$ cat src/rtl/mcyc_pkg.sv
package mcyc_pkg;
  localparam int ST_W = 4;
  localparam int OP_W = 6;

  localparam logic [ST_W-1:0] S_FETCH  = 4'd0;
  localparam logic [ST_W-1:0] S_DECODE = 4'd1;
  localparam logic [ST_W-1:0] S_MADDR  = 4'd2;
  localparam logic [ST_W-1:0] S_MREAD  = 4'd3;
  localparam logic [ST_W-1:0] S_LDWB   = 4'd4;
  localparam logic [ST_W-1:0] S_MWRITE = 4'd5;
  localparam logic [ST_W-1:0] S_EXEC   = 4'd6;
  localparam logic [ST_W-1:0] S_RWB    = 4'd7;
  localparam logic [ST_W-1:0] S_BRANCH = 4'd8;
  localparam logic [ST_W-1:0] S_JUMP   = 4'd9;
  localparam logic [ST_W-1:0] S_UNDEF  = 4'd10;
  localparam logic [ST_W-1:0] S_OVFL   = 4'd11;

  localparam logic [OP_W-1:0] OP_RTYPE = 6'b000000;
  localparam logic [OP_W-1:0] OP_JUMP  = 6'b000010;
  localparam logic [OP_W-1:0] OP_BEQ   = 6'b000100;
  localparam logic [OP_W-1:0] OP_LOAD  = 6'b100011;
  localparam logic [OP_W-1:0] OP_STORE = 6'b101011;

  typedef struct packed {
    logic       pc_wr;
    logic       pc_wr_cond;
    logic       iord;
    logic       mem_rd;
    logic       mem_wr;
    logic       ir_wr;
    logic       mem_to_reg;
    logic       reg_dst;
    logic       reg_wr;
    logic       alu_src_a;
    logic [1:0] alu_src_b;
    logic [1:0] alu_op;
    logic [1:0] pc_src;
    logic       epc_wr;
    logic       cause_wr;
    logic       int_cause;
  } ctrl_t;

  // Successor of a state; unused encodings fall back to fetch.
  function automatic logic [ST_W-1:0] next_of(input logic [ST_W-1:0] s,
                                              input logic [OP_W-1:0] op,
                                              input logic ov);
    logic [ST_W-1:0] n;
    n = S_FETCH;
    case (s)
      S_FETCH:  n = S_DECODE;
      S_DECODE: begin
        case (op)
          OP_RTYPE:          n = S_EXEC;
          OP_JUMP:           n = S_JUMP;
          OP_BEQ:            n = S_BRANCH;
          OP_LOAD, OP_STORE: n = S_MADDR;
          default:           n = S_UNDEF;
        endcase
      end
      S_MADDR:  n = (op == OP_LOAD) ? S_MREAD :
                    ((op == OP_STORE) ? S_MWRITE : S_FETCH);
      S_MREAD:  n = S_LDWB;
      S_EXEC:   n = S_RWB;
      S_RWB:    n = ov ? S_OVFL : S_FETCH;
      default:  n = S_FETCH;
    endcase
    return n;
  endfunction

  // Moore output word of a state.
  function automatic ctrl_t ctrl_of(input logic [ST_W-1:0] s);
    ctrl_t c;
    c = '0;
    case (s)
      S_FETCH: begin
        c.mem_rd = 1'b1; c.ir_wr = 1'b1; c.pc_wr = 1'b1; c.alu_src_b = 2'd1;
      end
      S_DECODE: c.alu_src_b = 2'd3;
      S_MADDR: begin
        c.alu_src_a = 1'b1; c.alu_src_b = 2'd2;
      end
      S_MREAD: begin
        c.mem_rd = 1'b1; c.iord = 1'b1;
      end
      S_LDWB: begin
        c.reg_wr = 1'b1; c.mem_to_reg = 1'b1;
      end
      S_MWRITE: begin
        c.mem_wr = 1'b1; c.iord = 1'b1;
      end
      S_EXEC: begin
        c.alu_src_a = 1'b1; c.alu_op = 2'd2;
      end
      S_RWB: begin
        c.reg_dst = 1'b1; c.reg_wr = 1'b1;
      end
      S_BRANCH: begin
        c.alu_src_a = 1'b1; c.alu_op = 2'd1; c.pc_wr_cond = 1'b1; c.pc_src = 2'd1;
      end
      S_JUMP: begin
        c.pc_wr = 1'b1; c.pc_src = 2'd2;
      end
      S_UNDEF, S_OVFL: begin
        c.epc_wr = 1'b1; c.cause_wr = 1'b1; c.pc_wr = 1'b1; c.pc_src = 2'd3;
        c.alu_src_b = 2'd1; c.alu_op = 2'd1;
        c.int_cause = (s == S_OVFL);
      end
      default: c = '0;
    endcase
    return c;
  endfunction
endpackage

$ cat src/rtl/mcyc_state_reg.sv
module mcyc_state_reg #(
  parameter int              W       = 4,
  parameter logic [W-1:0]    RST_VAL = '0
) (
  input  logic         clk,
  input  logic         rst,
  input  logic [W-1:0] d,
  output logic [W-1:0] q
);
  always_ff @(posedge clk) begin
    if (rst) q <= RST_VAL;
    else     q <= d;
  end
endmodule

$ cat src/rtl/mcyc_seq.sv
module mcyc_seq
  import mcyc_pkg::*;
(
  input  logic [ST_W-1:0] cur,
  input  logic [OP_W-1:0] op,
  input  logic            ov,
  output logic [ST_W-1:0] nxt
);
  always_comb nxt = next_of(cur, op, ov);
endmodule

$ cat src/rtl/mcyc_out_dec.sv
module mcyc_out_dec
  import mcyc_pkg::*;
(
  input  logic [ST_W-1:0] cur,
  input  logic            ov,
  output ctrl_t           ctl
);
  always_comb begin
    ctl = ctrl_of(cur);
    // a faulting R-type result is not committed
    if (cur == S_RWB && ov) ctl.reg_wr = 1'b0;
  end
endmodule

$ cat src/rtl/mcyc_ctrl.sv
module mcyc_ctrl
  import mcyc_pkg::*;
#(
  parameter int              VEC_W   = 32,
  parameter logic [VEC_W-1:0] EXC_VEC = 32'h8000_0180
) (
  input  logic             clk,
  input  logic             rst,
  input  logic [5:0]       opcode,
  input  logic             ovf,
  output logic [3:0]       state_q,
  output logic [3:0]       state_nx,
  output logic             pc_wr,
  output logic             pc_wr_cond,
  output logic             iord,
  output logic             mem_rd,
  output logic             mem_wr,
  output logic             ir_wr,
  output logic             mem_to_reg,
  output logic             reg_dst,
  output logic             reg_wr,
  output logic             alu_src_a,
  output logic [1:0]       alu_src_b,
  output logic [1:0]       alu_op,
  output logic [1:0]       pc_src,
  output logic             epc_wr,
  output logic             cause_wr,
  output logic             int_cause,
  output logic [VEC_W-1:0] exc_vec
);
  ctrl_t ctl;

  mcyc_state_reg #(.W(ST_W), .RST_VAL(S_FETCH)) u_sreg (
    .clk(clk), .rst(rst), .d(state_nx), .q(state_q)
  );

  mcyc_seq u_seq (.cur(state_q), .op(opcode), .ov(ovf), .nxt(state_nx));

  mcyc_out_dec u_dec (.cur(state_q), .ov(ovf), .ctl(ctl));

  // named events for the checker
  logic ovf_trap;
  logic undef_trap;
  assign ovf_trap   = (state_q == S_RWB) && ovf;
  assign undef_trap = (state_q == S_DECODE) && (state_nx == S_UNDEF);

  assign pc_wr      = ctl.pc_wr;
  assign pc_wr_cond = ctl.pc_wr_cond;
  assign iord       = ctl.iord;
  assign mem_rd     = ctl.mem_rd;
  assign mem_wr     = ctl.mem_wr;
  assign ir_wr      = ctl.ir_wr;
  assign mem_to_reg = ctl.mem_to_reg;
  assign reg_dst    = ctl.reg_dst;
  assign reg_wr     = ctl.reg_wr;
  assign alu_src_a  = ctl.alu_src_a;
  assign alu_src_b  = ctl.alu_src_b;
  assign alu_op     = ctl.alu_op;
  assign pc_src     = ctl.pc_src;
  assign epc_wr     = ctl.epc_wr;
  assign cause_wr   = ctl.cause_wr;
  assign int_cause  = ctl.int_cause;
  assign exc_vec    = EXC_VEC;
endmodule

$ cat config.mk
export PLATFORM = sky130hd
export DESIGN_NAME = mcyc_ctrl
export DESIGN_NICKNAME = d
export VERILOG_FILES = /design/src/rtl/mcyc_pkg.sv /design/src/rtl/mcyc_state_reg.sv /design/src/rtl/mcyc_seq.sv /design/src/rtl/mcyc_out_dec.sv /design/src/rtl/mcyc_ctrl.sv
export SDC_FILE = /design/constraint.sdc
export NUM_CORES = 1
export LEC_CHECK = 0
export ABC_AREA = 1
export BUFFER_PORTS_ARGS = -buffer_cell sky130_fd_sc_hd__buf_2
export CORE_UTILIZATION = 42
export CTS_BUF_LIST = sky130_fd_sc_hd__clkbuf_4 sky130_fd_sc_hd__clkbuf_8
export DETAILED_ROUTE_END_ITERATION = 7
export PLACE_DENSITY = 0.91
export SETUP_SLACK_MARGIN = 0.1
export SYNTH_ARGS = -nofsm -noshare
export SYNTH_HDL_FRONTEND = slang
export SYNTH_HIERARCHICAL = 1
export SYNTH_SLANG_ARGS = --single-unit
$ cat constraint.sdc
create_clock -name clk -period 2.65 [get_ports clk]
set_input_delay 0.1325 -clock clk [delete_from_list [all_inputs] [get_ports clk]]
set_output_delay 0.1325 -clock clk [all_outputs]
set_load 0.01 [all_outputs]
-- Yosys cells after proc, flatten, opt, wreduce, memory -nomap -nowiden
Cells that the tools add are included.
- ROM bits: 0
- register bits after elaboration: 4
- bits in writable memories: 0
- bits in latches: 0
- memories: 0
- input bits: 9
- multiply operators: 0
- multiplexer cells: 20
- $lt $le $gt $ge: 0
- $add $sub $neg: 0
- bitwise gates (word level): 0
- eq/ne operators: 15
- div/mod/pow operators: 0
- reductions and logical operators: 12
- shift-type cells: 0
- operator list (cell ; number):
    case mux 4 bit (6 select lines) ; 1
    equality test 4 x 3 -> 1 bit (second input constant) ; 4
    equality test 4 bit (second input constant) ; 4
    case mux 4 bit (4 select lines) ; 1
    equality test 6 bit (second input constant) ; 2
    case mux 2 bit (3 select lines) ; 2
    two-way mux 1 bit ; 11
    OR reduction 2 bit ; 5
    OR reduction 3 bit ; 3
    equality test 4 x 2 -> 1 bit (second input constant) ; 2
    two-way mux 4 bit ; 2
    equality test 6 x 2 -> 1 bit (second input constant) ; 1
    equality test 6 x 3 -> 1 bit (second input constant) ; 1
    zero test 6 bit ; 1
    two-way mux 3 bit ; 2
    equality test 4 x 1 -> 1 bit (second input constant) ; 1
    zero test 4 bit ; 1
    case mux 2 bit (2 select lines) ; 1
    OR reduction 4 bit ; 1
    logical AND 1 bit ; 1

-- Logic depth before layout (Yosys ltp)
Gate-level depths: netlist of run 1.
- depth in word-level cells: 4
- mapped depth: 9
- gate-level depth less buffers: 9

-- By module
Netlist of run 1, hierarchy kept.
- by module, submodules not included (module ; area each (um2) ; seq. area each (um2) ; cells each ; instances):
    mcyc_ctrl ; 247.7 ; 0.0 ; 34 ; 1
    mcyc_seq ; 229.0 ; 0.0 ; 54 ; 1
    mcyc_out_dec ; 190.2 ; 0.0 ; 40 ; 1
    mcyc_state_reg ; 110.1 ; 80.1 ; 12 ; 1

-- Worst setup path after synthesis of run 1
OpenSTA, ideal clock, no wires.
- path kind: register -> register
- start: register u_sreg.q[0]
- end: register u_sreg.q[0]
- arrival time: 1125 ps
- slack: 1416 ps
- clock period less this slack: 1234 ps
- stages on the path, launching flop included: 10
- cells stage by stage: dfxtp_1 inv_2 nand2_2 inv_2 nand2_2 nand2_1 nor2_1 nand2_1 inv_1 nor2_1
- cells in the longest elaborated chain, start to end: 2
- elaborated cells between the ends (all ways): 7
- those cells by class: 5 x eq/ne; 1 x mux; 1 x reduce/logical
- ends and longest elaborated chain (what ; line ; source):
    start: declaration ; mcyc_state_reg.sv:8 ; output logic [W-1:0] q
    start signal: assignment ; mcyc_state_reg.sv:11 ; if (rst) q <= RST_VAL;
    start signal: assignment ; mcyc_state_reg.sv:12 ; else q <= d;
    equality test 4 x 3 -> 1 bit, or another cell as far along ; mcyc_pkg.sv:49 ; case (s)
    case mux 4 bit (6 select lines) (*) ; mcyc_pkg.sv:49 ;
    via state_nx[0] ; mcyc_ctrl.sv:12 ; output logic [3:0] state_nx,
The timed path passes the listed nets; every way through them passes the cells marked *.
A chain may end at the register's enable or synchronous reset.

-- Worst setup path after layout of run 1
- start: register u_sreg.q[0]
- end: output state_nx[0]
- cells in the longest elaborated chain, start to end: 2
- elaborated cells between the ends (all ways): 7
- those cells by class: 5 x eq/ne; 1 x mux; 1 x reduce/logical
- ends and longest elaborated chain (what ; line):
    equality test 4 x 3 -> 1 bit, or another cell as far along ; mcyc_pkg.sv:49
    case mux 4 bit (6 select lines) (*) ; mcyc_pkg.sv:49
    end: declaration ; mcyc_ctrl.sv:12
Every way passes the cells marked *; elsewhere a longest branch is shown, timed or not.

==> results of run 1 <==
## power groups by stage
stage               logic [mW]  clock network (mW)  registers, mW
floorplan                0.174                   0         0.0888
global placement         0.207                   0         0.0882
detailed placement       0.210                   0         0.0893
CTS                      0.211              0.0828         0.0881
global route             0.239              0.0872         0.0900
finish                   0.213              0.0804         0.0881
## cell usage after synthesis, drive strengths merged
master	n	area, µm²
a21boi	1	7.51
dfxtp	4	80.1
nand3	14	70.1
a21oi	2	10.0
nand2	26	113
conb	2	7.51
inv	23	86.3
nor2	29	116
buf	33	248
o211ai	1	7.51
clkinv	1	3.75
o21ai	4	27.5
## critical path: cells and delay by family, from the launching register on
kind	cells	cell delay (ps)
flops	1	580
buf+inv	3	280
simple gates	5	370
## metal layers
metal  share of wire [%]  GRT usage [%]
met2                  48           24.6
met4                 1.2           8.48
met5                   0              0
met1                  43           17.5
met3                 7.5           2.00
## stage by stage
step / utilization [%] / instance area (µm²) / cells / worst slack, ps / power [mW]
floorplan: - / 890 / 170 / 1420 / 0.263
global placement: 49.1 / 848 / 197 / 1340 / 0.295
detailed placement: 49.1 / 848 / 197 / 1310 / 0.300
CTS: 50.4 / 871 / 200 / 1070 / 0.382
global route: 50.4 / 871 / 200 / 944 / 0.416
finish: 50.4 / 871 / 200 / 1060 / 0.382
## cells by family (layout without fill, tap and decap cells)
group                  Yosys count  in the layout  share of synthesized area [%]
and+or+nand+nor                 69             69                           38.5
buffers and inverters           57             62                           43.5
AOI/OAI and AO/OA                8              8                           6.76
DFF                              4              4                           10.3
other                            2             32                          0.967
## layout make-up
class	instances	area [µm²]
fillers	196	856
multi-input cells	109	472
repair buffers	35	175
inverters	24	90.1
flip-flops and latches	4	80.1
well taps	25	31.3
clock buffers	3	22.5
## final timing paths
check / start / to / slack, ps / cells past startpoint
max: u_sreg/q[0] / state_nx[0] / 1060 / 8
min: rst / u_sreg/q[0] / 100 / 2
max reg2reg: u_sreg/q[0] / u_sreg/q[0] / 1380 / 9
min reg2reg: u_sreg/q[2] / u_sreg/q[2] / 840 / 6
==> flow_summary.yaml, run 1 <==
sta:
  rsz0062_at_grt: "no"
  setup_viol_count_final: 0
  skew_ps: 6.55
  hold_violations: 0
  slew_violations: 0
  period_needed_ps: 1590
  max_freq_mhz: 629
  fin_crit_sh_pct: 60.0
  timing.hold.ws_ps: 103
  setup_tns_ps: 0
power_and_ir_drop:
  p_int_mw: 0.193
  pwr-share-comb_pct: 55.8
  peakVddDrop_uv: 325
  pwr-share-seq_pct: 23.1
  swShare_pct: 49.5
  power.switching_mw: 0.189
  p_clk_share_pct: 21.1
  p_leak_nw: 0.580
  p_per_area_nw_per_um2: 438
floorplanning:
  ios: 68
  core_um2: 1730
  floorplan.initialDensity_pct: 45.0
  fp-row-count: 15
  die_h_um: 45.0
  dieArea_um2: 2030
  die_w_um: 45.0
cts:
  cts_tree: "yes"
  cts.sinks: 4
  clockBufferDepth: 2
  post_cts_buffers: 0
  hold_buffers: 0
  post_cts_resized: 0
  cts_buffers: 3
  path_clk_slew_ps: 40
  clock_latency_ps: 240
  root_buffer: "clkbuf_4"
  cts_max_level: 1
synth:
  syn_inst: 140
  synth_cell_types: 16
  synth_seq_area_share_pct: 10.3
  syn_area_um2: 777
  yosysWarningCount: 6
  postSynthAreaPerCell_um2: 5.55
  synth-seq-cells: 4
grt:
  antenna_found_initial: 0
  grt_pass1_vias: 578
  gr-total-overflow: 0
  grt_max_degree: 12
  grt_pass1_wl_mm: 2.21
  track_usage_pct: 14.6
finish:
  area_growth_pct: 12.1
  layout-drive-gt1-share_pct: 31.4
  reg.largest.list: "u_sreg/q: 4 flops"
  antenna_cells: 0
  final_nets: 186
  largest_register: "u_sreg/q"
  mostFrequentLayoutCell: "buf_2"
  largest_reg_flops: 4
  mostFrequentLayoutCells: "buf_2 (35), conb_1 (32), nor2_1 (26)"
setup_path:
  max_stage_delay_ps: 580
  startpoint_type: "flip-flop"
  cp_max_fo: 11
  crit_path_end_kind: "output port"
  path_cells: "inv_2, nand2_2, inv_2, nand2_2, nand2_1, nor2_1, nand2_1, buf_2"
  crit_required_ps: 2520
  setup.worst_path.class: "flip-flop to output port"
  arrival_ps: 1460
  critical_path.slowest_cell: "dfxtp_1"
job:
  cap_violations: 0
detailed_routing:
  drt_first_pass_iters: 4
  drt_iter0_markers: 23
  drt_wl_total_mm: 1.56
  viasPerCell: 4.07
  drc: 0
  via_count: 813
  ant_nets: 0
  wl_per_cell_um: 7.79
placement:
  portBuffers: 35
  hpwlAfterDp_mm: 1.26
  gp_congestion: 0.837
min_path:
  hold_path_class: "primary input to flip-flop"
run_status:
  status: "finished clean"
No activity file was read; power rests on OpenSTA's default activity.
==> run 2: changes to the inputs <==
ABC_AREA = 0   (was 1)
CORE_UTILIZATION = 35   (was 42)
PLACE_DENSITY = 0.82   (was 0.91)
clock period = 1.3 ns   (was 2.65 ns; I/O delays follow)
==> flow_summary.yaml, run 2 <==
grt:
  gr-total-overflow: 0
  antenna_found_initial: 0
  track_usage_pct: 16.6
  grt_pass1_vias: 724
  grt_max_degree: 10
  grt_use_met1_pct: 16.0
  grtUsageMet3_pct: 4.40
  busiest_layer: "met2"
  grtUsageMet2_pct: 33.6
  grt_pass1_wl_mm: 3.10
sta:
  period_needed_ps: 1520
  skew_ps: 0.390
  max_freq_mhz: 657
  setup_viol_count_final: 19
  hold_violations: 0
  setup_tns_ps: -1460
  rsz0062_at_grt: "yes"
  fin_ws_ps: -221
  fin_crit_sh_pct: 117
  slew_violations: 0
setup_path:
  critical_path.slowest_cell: "o41a_1"
  setup.worst_path.class: "flip-flop to output port"
  cp_max_fo: 4
  path_cells: "a21oi_2, o41a_1, a221oi_2, buf_2"
  r2r_cells: 6
  rr_startpoint: "u_sreg/q[1]"
  arrival_ps: 1460
  crit_required_ps: 1240
  timing.rr.end: "u_sreg/q[3]"
  max_stage_delay_ps: 380
  startpoint_type: "flip-flop"
  r2r_slack_ps: 0
  cpLargestDelayFamily: "compound AO/OA/AOI/OAI gates"
  crit_path_end_kind: "output port"
  cp.buffers_inverters: 1
synth:
  synth_top_area_share_pct: 32.7
  synth-seq-cells: 4
  synth_area_leader_cell: "buf_4"
  synthTopCellsByArea: "buf_4 (33%), dfxtp_1 (11%), nor2b_1 (5.0%), buf_6 (4.5%), a21oi_1 (4.0%)"
  ys_dominant_reg_cell: "dfxtp_1"
  syn_inst: 104
  synth.most_common_cell: "buf_4"
  synth_seq_area_share_pct: 10.6
  synth-async-reset-ratio_pct: 0
  yosysWarningCount: 6
  syn_area_um2: 758
  postSynthAreaPerCell_um2: 7.29
  synth-edff-count: 0
  synth_cell_types: 34
  synth_common_cells: "buf_4 (33), a21oi_1 (6), nor2_1 (6), nor2b_1 (6), nor3_1 (5)"
detailed_routing:
  drt_iter0_markers: 6
  ant_nets: 0
  wl_per_cell_um: 11.3
  drt_first_pass_iters: 4
  viasPerCell: 4.49
  drt_wl_total_mm: 2.16
  drc: 0
  via_count: 858
finish:
  seqCellArea_um2: 95.1
  reg.largest.list: "u_sreg/q: 4 flops"
  layout-drive-gt1-share_pct: 64.6
  mostFrequentLayoutCell: "conb_1"
  multi_input_area_um2: 687
  largest_reg_flops: 4
  final_nets: 175
  largest_register: "u_sreg/q"
  antenna_cells: 0
  fin_area_um2: 1330
  fillers: 161
  mostFrequentLayoutCells: "conb_1 (32), buf_2 (31), buf_4 (18)"
  area_growth_pct: 75.4
placement:
  hpwlAfterDp_mm: 1.36
  postPlaceCellArea_um2: 936
  pre_cts_slack_ps: -273
  gp_congestion: 0.891
  portBuffers: 35
cts:
  clock_latency_ps: 230
  cts_tree: "yes"
  root_buffer: "clkbuf_4"
  cts_max_level: 1
  cts_buffers: 3
  path_clk_slew_ps: 40
  cts.sinks: 4
  clockBufferDepth: 2
floorplanning:
  core_um2: 2000
  dieArea_um2: 2360
  fp-row-count: 16
  ios: 68
  die_h_um: 48.5
  floorplan.initialDensity_pct: 37.9
  die_w_um: 48.5
min_path:
  hold_path_class: "primary input to flip-flop"
  min_delay_path_depth: 2
  whs_endpoint: "u_sreg/q[0]"
  min_from: "rst"
power_and_ir_drop:
  p_per_area_nw_per_um2: 830
  peakVddDrop_uv: 661
  p_leak_nw: 0.657
run_status:
  violations: "negative setup slack"
  status: "complete, but fails checks"
job:
  cap_violations: 0
[run 2: changes by cell type after synthesis, moves of 4 or more]
| cell | before | now |
|---|---|---|
| a21oi_1 | 2 | 6 |
| inv_1 | 17 | 2 |
| nor2_1 | 26 | 6 |
| nand2_1 | 20 | 4 |
| nand2_2 | 6 | 0 |
| nand2b_1 | 0 | 4 |
| nor2b_1 | 0 | 6 |
| nor3_1 | 0 | 5 |
| nand3_1 | 14 | 1 |
| inv_2 | 6 | 0 |
[run 2: metal layers]
| layer | part of all wire [%] | up-vias | wire length [µm] |
|---|---|---|---|
| met1 | 35 | 390 | 759 |
| met5 | 0 | - | 0 |
| met4 | 1.3 | 0 | 29 |
| met2 | 56 | 52 | 1220 |
| met3 | 7.0 | 4 | 151 |
| li1 | - | 412 | - |
[run 2: worst reg2reg max path: stages (launching register included)]
cell	delay (ps)
dfxtp_4	350
buf_6	130
nor3_4	210
nand2_2	90
o31ai_4	200
buf_4	150
nor2b_1	110
[run 2: report_power, final]
group | total, mW | leakage [nW] | switching [mW] | internal, mW
sequential | 0.168 | 0.0356 | 0.0286 | 0.140
combinational | 0.783 | 0.607 | 0.388 | 0.395
clock | 0.153 | 0.0138 | 0.0500 | 0.103
total | 1.10 | 0.657 | 0.467 | 0.638
[run 2: worst max path at each step]
stage | from | end | slack (ps) | cells after the start
6_report | u_sreg/q[1] | state_nx[2] | -220 | 4
5_1_grt | u_sreg/q[0] | state_nx[2] | -300 | 4
4_1_cts | u_sreg/q[2] | state_nx[2] | -250 | 4
3_5_place_dp | opcode[0] | state_nx[2] | -270 | 5
3_3_place_gp | opcode[0] | state_nx[2] | -230 | 5
2_1_floorplan | opcode[0] | u_sreg/q[2] | -220 | 4
[run 2: layout make-up]
type | instances | area share, %
clock buffer | 3 | 1.69
inverter | 2 | 0.941
multi-input combinational | 91 | 51.6
sequential | 4 | 7.15
tap | 27 | 2.54
timing repair buffer | 64 | 36.0
[run 2: stage by stage]
step / hold slack, ps / util (%) / instances / power [mW]
6_report: 32.0 / 66.4 / 191 / 1.10
3_3_place_gp: 265 / 46.8 / 171 / 0.673
3_5_place_dp: 273 / 46.8 / 171 / 0.689
5_1_grt: 18.4 / 66.4 / 191 / 1.18
4_1_cts: 20.8 / 59.3 / 186 / 1.01
2_1_floorplan: 129 / - / 134 / 0.585
[run 2: cells by family after synthesis]
logic type | synth area share [%]
other cells | 0.990
xor+xnor | 4.62
simple gates | 30.4
compound gates | 14.7
flops | 10.6
buf+inv | 38.8
[run 2: what timing repair did]
action | in CTS | in global routing
gates cloned | 0 | 0
pin swaps | 12 | 9
gates resized for setup | 31 | 27
setup endpoints to repair | 27 | 27
hold buffers | 0 | 0
buffers inserted | 12 | 5
==> run 3: changes to the inputs <==
TNS_END_PERCENT = 1   (was default)
==> flow_summary.yaml, run 3 (synthesized netlist as in run 2, its figures left out) <==
finish:
  antenna_cells: 0
  largest_register: "u_sreg/q"
  area_growth_pct: 32.7
  fillers: 222
  fin_area_um2: 1010
  layout-drive-gt1-share_pct: 47.3
  largest_reg_flops: 4
  mostFrequentLayoutCells: "buf_2 (35), conb_1 (32), buf_4 (7)"
  final_nets: 157
  mostFrequentLayoutCell: "buf_2"
  reg.largest.list: "u_sreg/q: 4 flops"
sta:
  setup_viol_count_final: 11
  rsz0062_at_grt: "yes"
  skew_ps: 2.23
  period_needed_ps: 1510
  fin_crit_sh_pct: 116
  hold_violations: 0
  fin_ws_ps: -208
  max_freq_mhz: 663
  slew_violations: 0
  timing.hold.ws_ps: 17.0
placement:
  hpwlAfterDp_mm: 1.27
  portBuffers: 35
  gp_congestion: 0.871
  postPlaceCellArea_um2: 876
min_path:
  hold_path_class: "primary input to flip-flop"
detailed_routing:
  drt_wl_total_mm: 1.74
  ant_nets: 0
  via_count: 755
  wl_per_cell_um: 10.1
  viasPerCell: 4.36
  drc: 0
  drt_iter0_markers: 35
  drt_first_pass_iters: 4
floorplanning:
  die_h_um: 48.5
  dieArea_um2: 2360
  core_um2: 2000
  ios: 68
  fp-row-count: 16
  die_w_um: 48.5
  floorplan.initialDensity_pct: 37.9
setup_path:
  startpoint_type: "flip-flop"
  crit_required_ps: 1240
  arrival_ps: 1440
  crit_path_end_kind: "output port"
  cp_max_fo: 4
  setup.worst_path.class: "flip-flop to output port"
cts:
  path_clk_slew_ps: 40
  root_buffer: "clkbuf_4"
  hold_buffers: 0
  cts_max_level: 1
  cts.sinks: 4
  clock_latency_ps: 230
  cts_tree: "yes"
  clockBufferDepth: 2
  post_cts_buffers: 0
  cts_buffers: 3
power_and_ir_drop:
  peakVddDrop_uv: 592
  p_per_area_nw_per_um2: 886
  p_leak_nw: 0.522
grt:
  track_usage_pct: 14.7
  antenna_found_initial: 0
  gr-total-overflow: 0
  grt_pass1_wl_mm: 2.68
  grt_max_degree: 19
  grt_pass1_vias: 616
run_status:
  status: "complete, but fails checks"
  violations: "negative setup slack"
job:
  cap_violations: 0
run 3: cell types whose count changed in the layout (fill, tap and decap cells not counted), moves of 4 or more:
cell     before  now
nor2_1        1    5
a21oi_2       6    1
buf_4        18    7
nor3_1        0    4
buf_2        31   35
a21oi_1       0    5
buf_6        11    3
run 3: area by class of cell:
cell class | instances | area (µm²) | share of cell area (%)
multi-input cells | 91 | 573 | 57.0
repair buffers | 46 | 277 | 27.5
flip-flops and latches | 4 | 92.6 | 9.20
well taps | 27 | 33.8 | 3.36
clock buffers | 3 | 22.5 | 2.24
inverters | 2 | 7.51 | 0.746
run 3: critical path, stage by stage (launching register included):
cell	delay [ps]
dfxtp_2	340
or3_4	420
o311ai_4	260
buf_2	190
run 3: final timing paths:
check                           cells past startpoint           to         from  slack (ps)
worst min-delay path                                2  u_sreg/q[1]          rst          20
worst min register to register                      3  u_sreg/q[2]  u_sreg/q[2]         690
worst max register to register                      5  u_sreg/q[0]  u_sreg/q[2]          50
worst max-delay path                                3  state_nx[1]  u_sreg/q[0]        -210
run 3: power by group:
group	total, mW	internal (mW)	switching (mW)
Combinational	0.573	0.263	0.310
Sequential	0.164	0.139	0.0251
Clock	0.154	0.103	0.0510
Total	0.891	0.505	0.386
run 3: through the flow:
stage                     setup slack (ps)  util [%]  instances  TNS, ps  total power [mW]
after global routing                  -273      50.2        173    -2270             0.962
after floorplan                       -221         -        134     -621             0.539
after CTS                             -240      48.6        173    -1230             0.870
final                                 -208      50.2        173    -1130             0.891
after detailed placement              -264      43.8        170     -948             0.650
after global placement                -242      43.8        170     -834             0.644
run 3: repair_timing:
item	in CTS	in global routing
pin swaps	6	3
hold endpoints to repair	0	0
setup endpoints to repair	27	27
gates resized for setup	18	8
run 3: per-layer routing:
metal  vias to the layer above  share of wire (%)  track usage (%)
met4                         0                  0             4.41
met1                       333                 41             16.6
met2                        50                 50             26.5
met5                         -                  0                0
met3                         0                8.0             4.09
li1                        372                  -                -
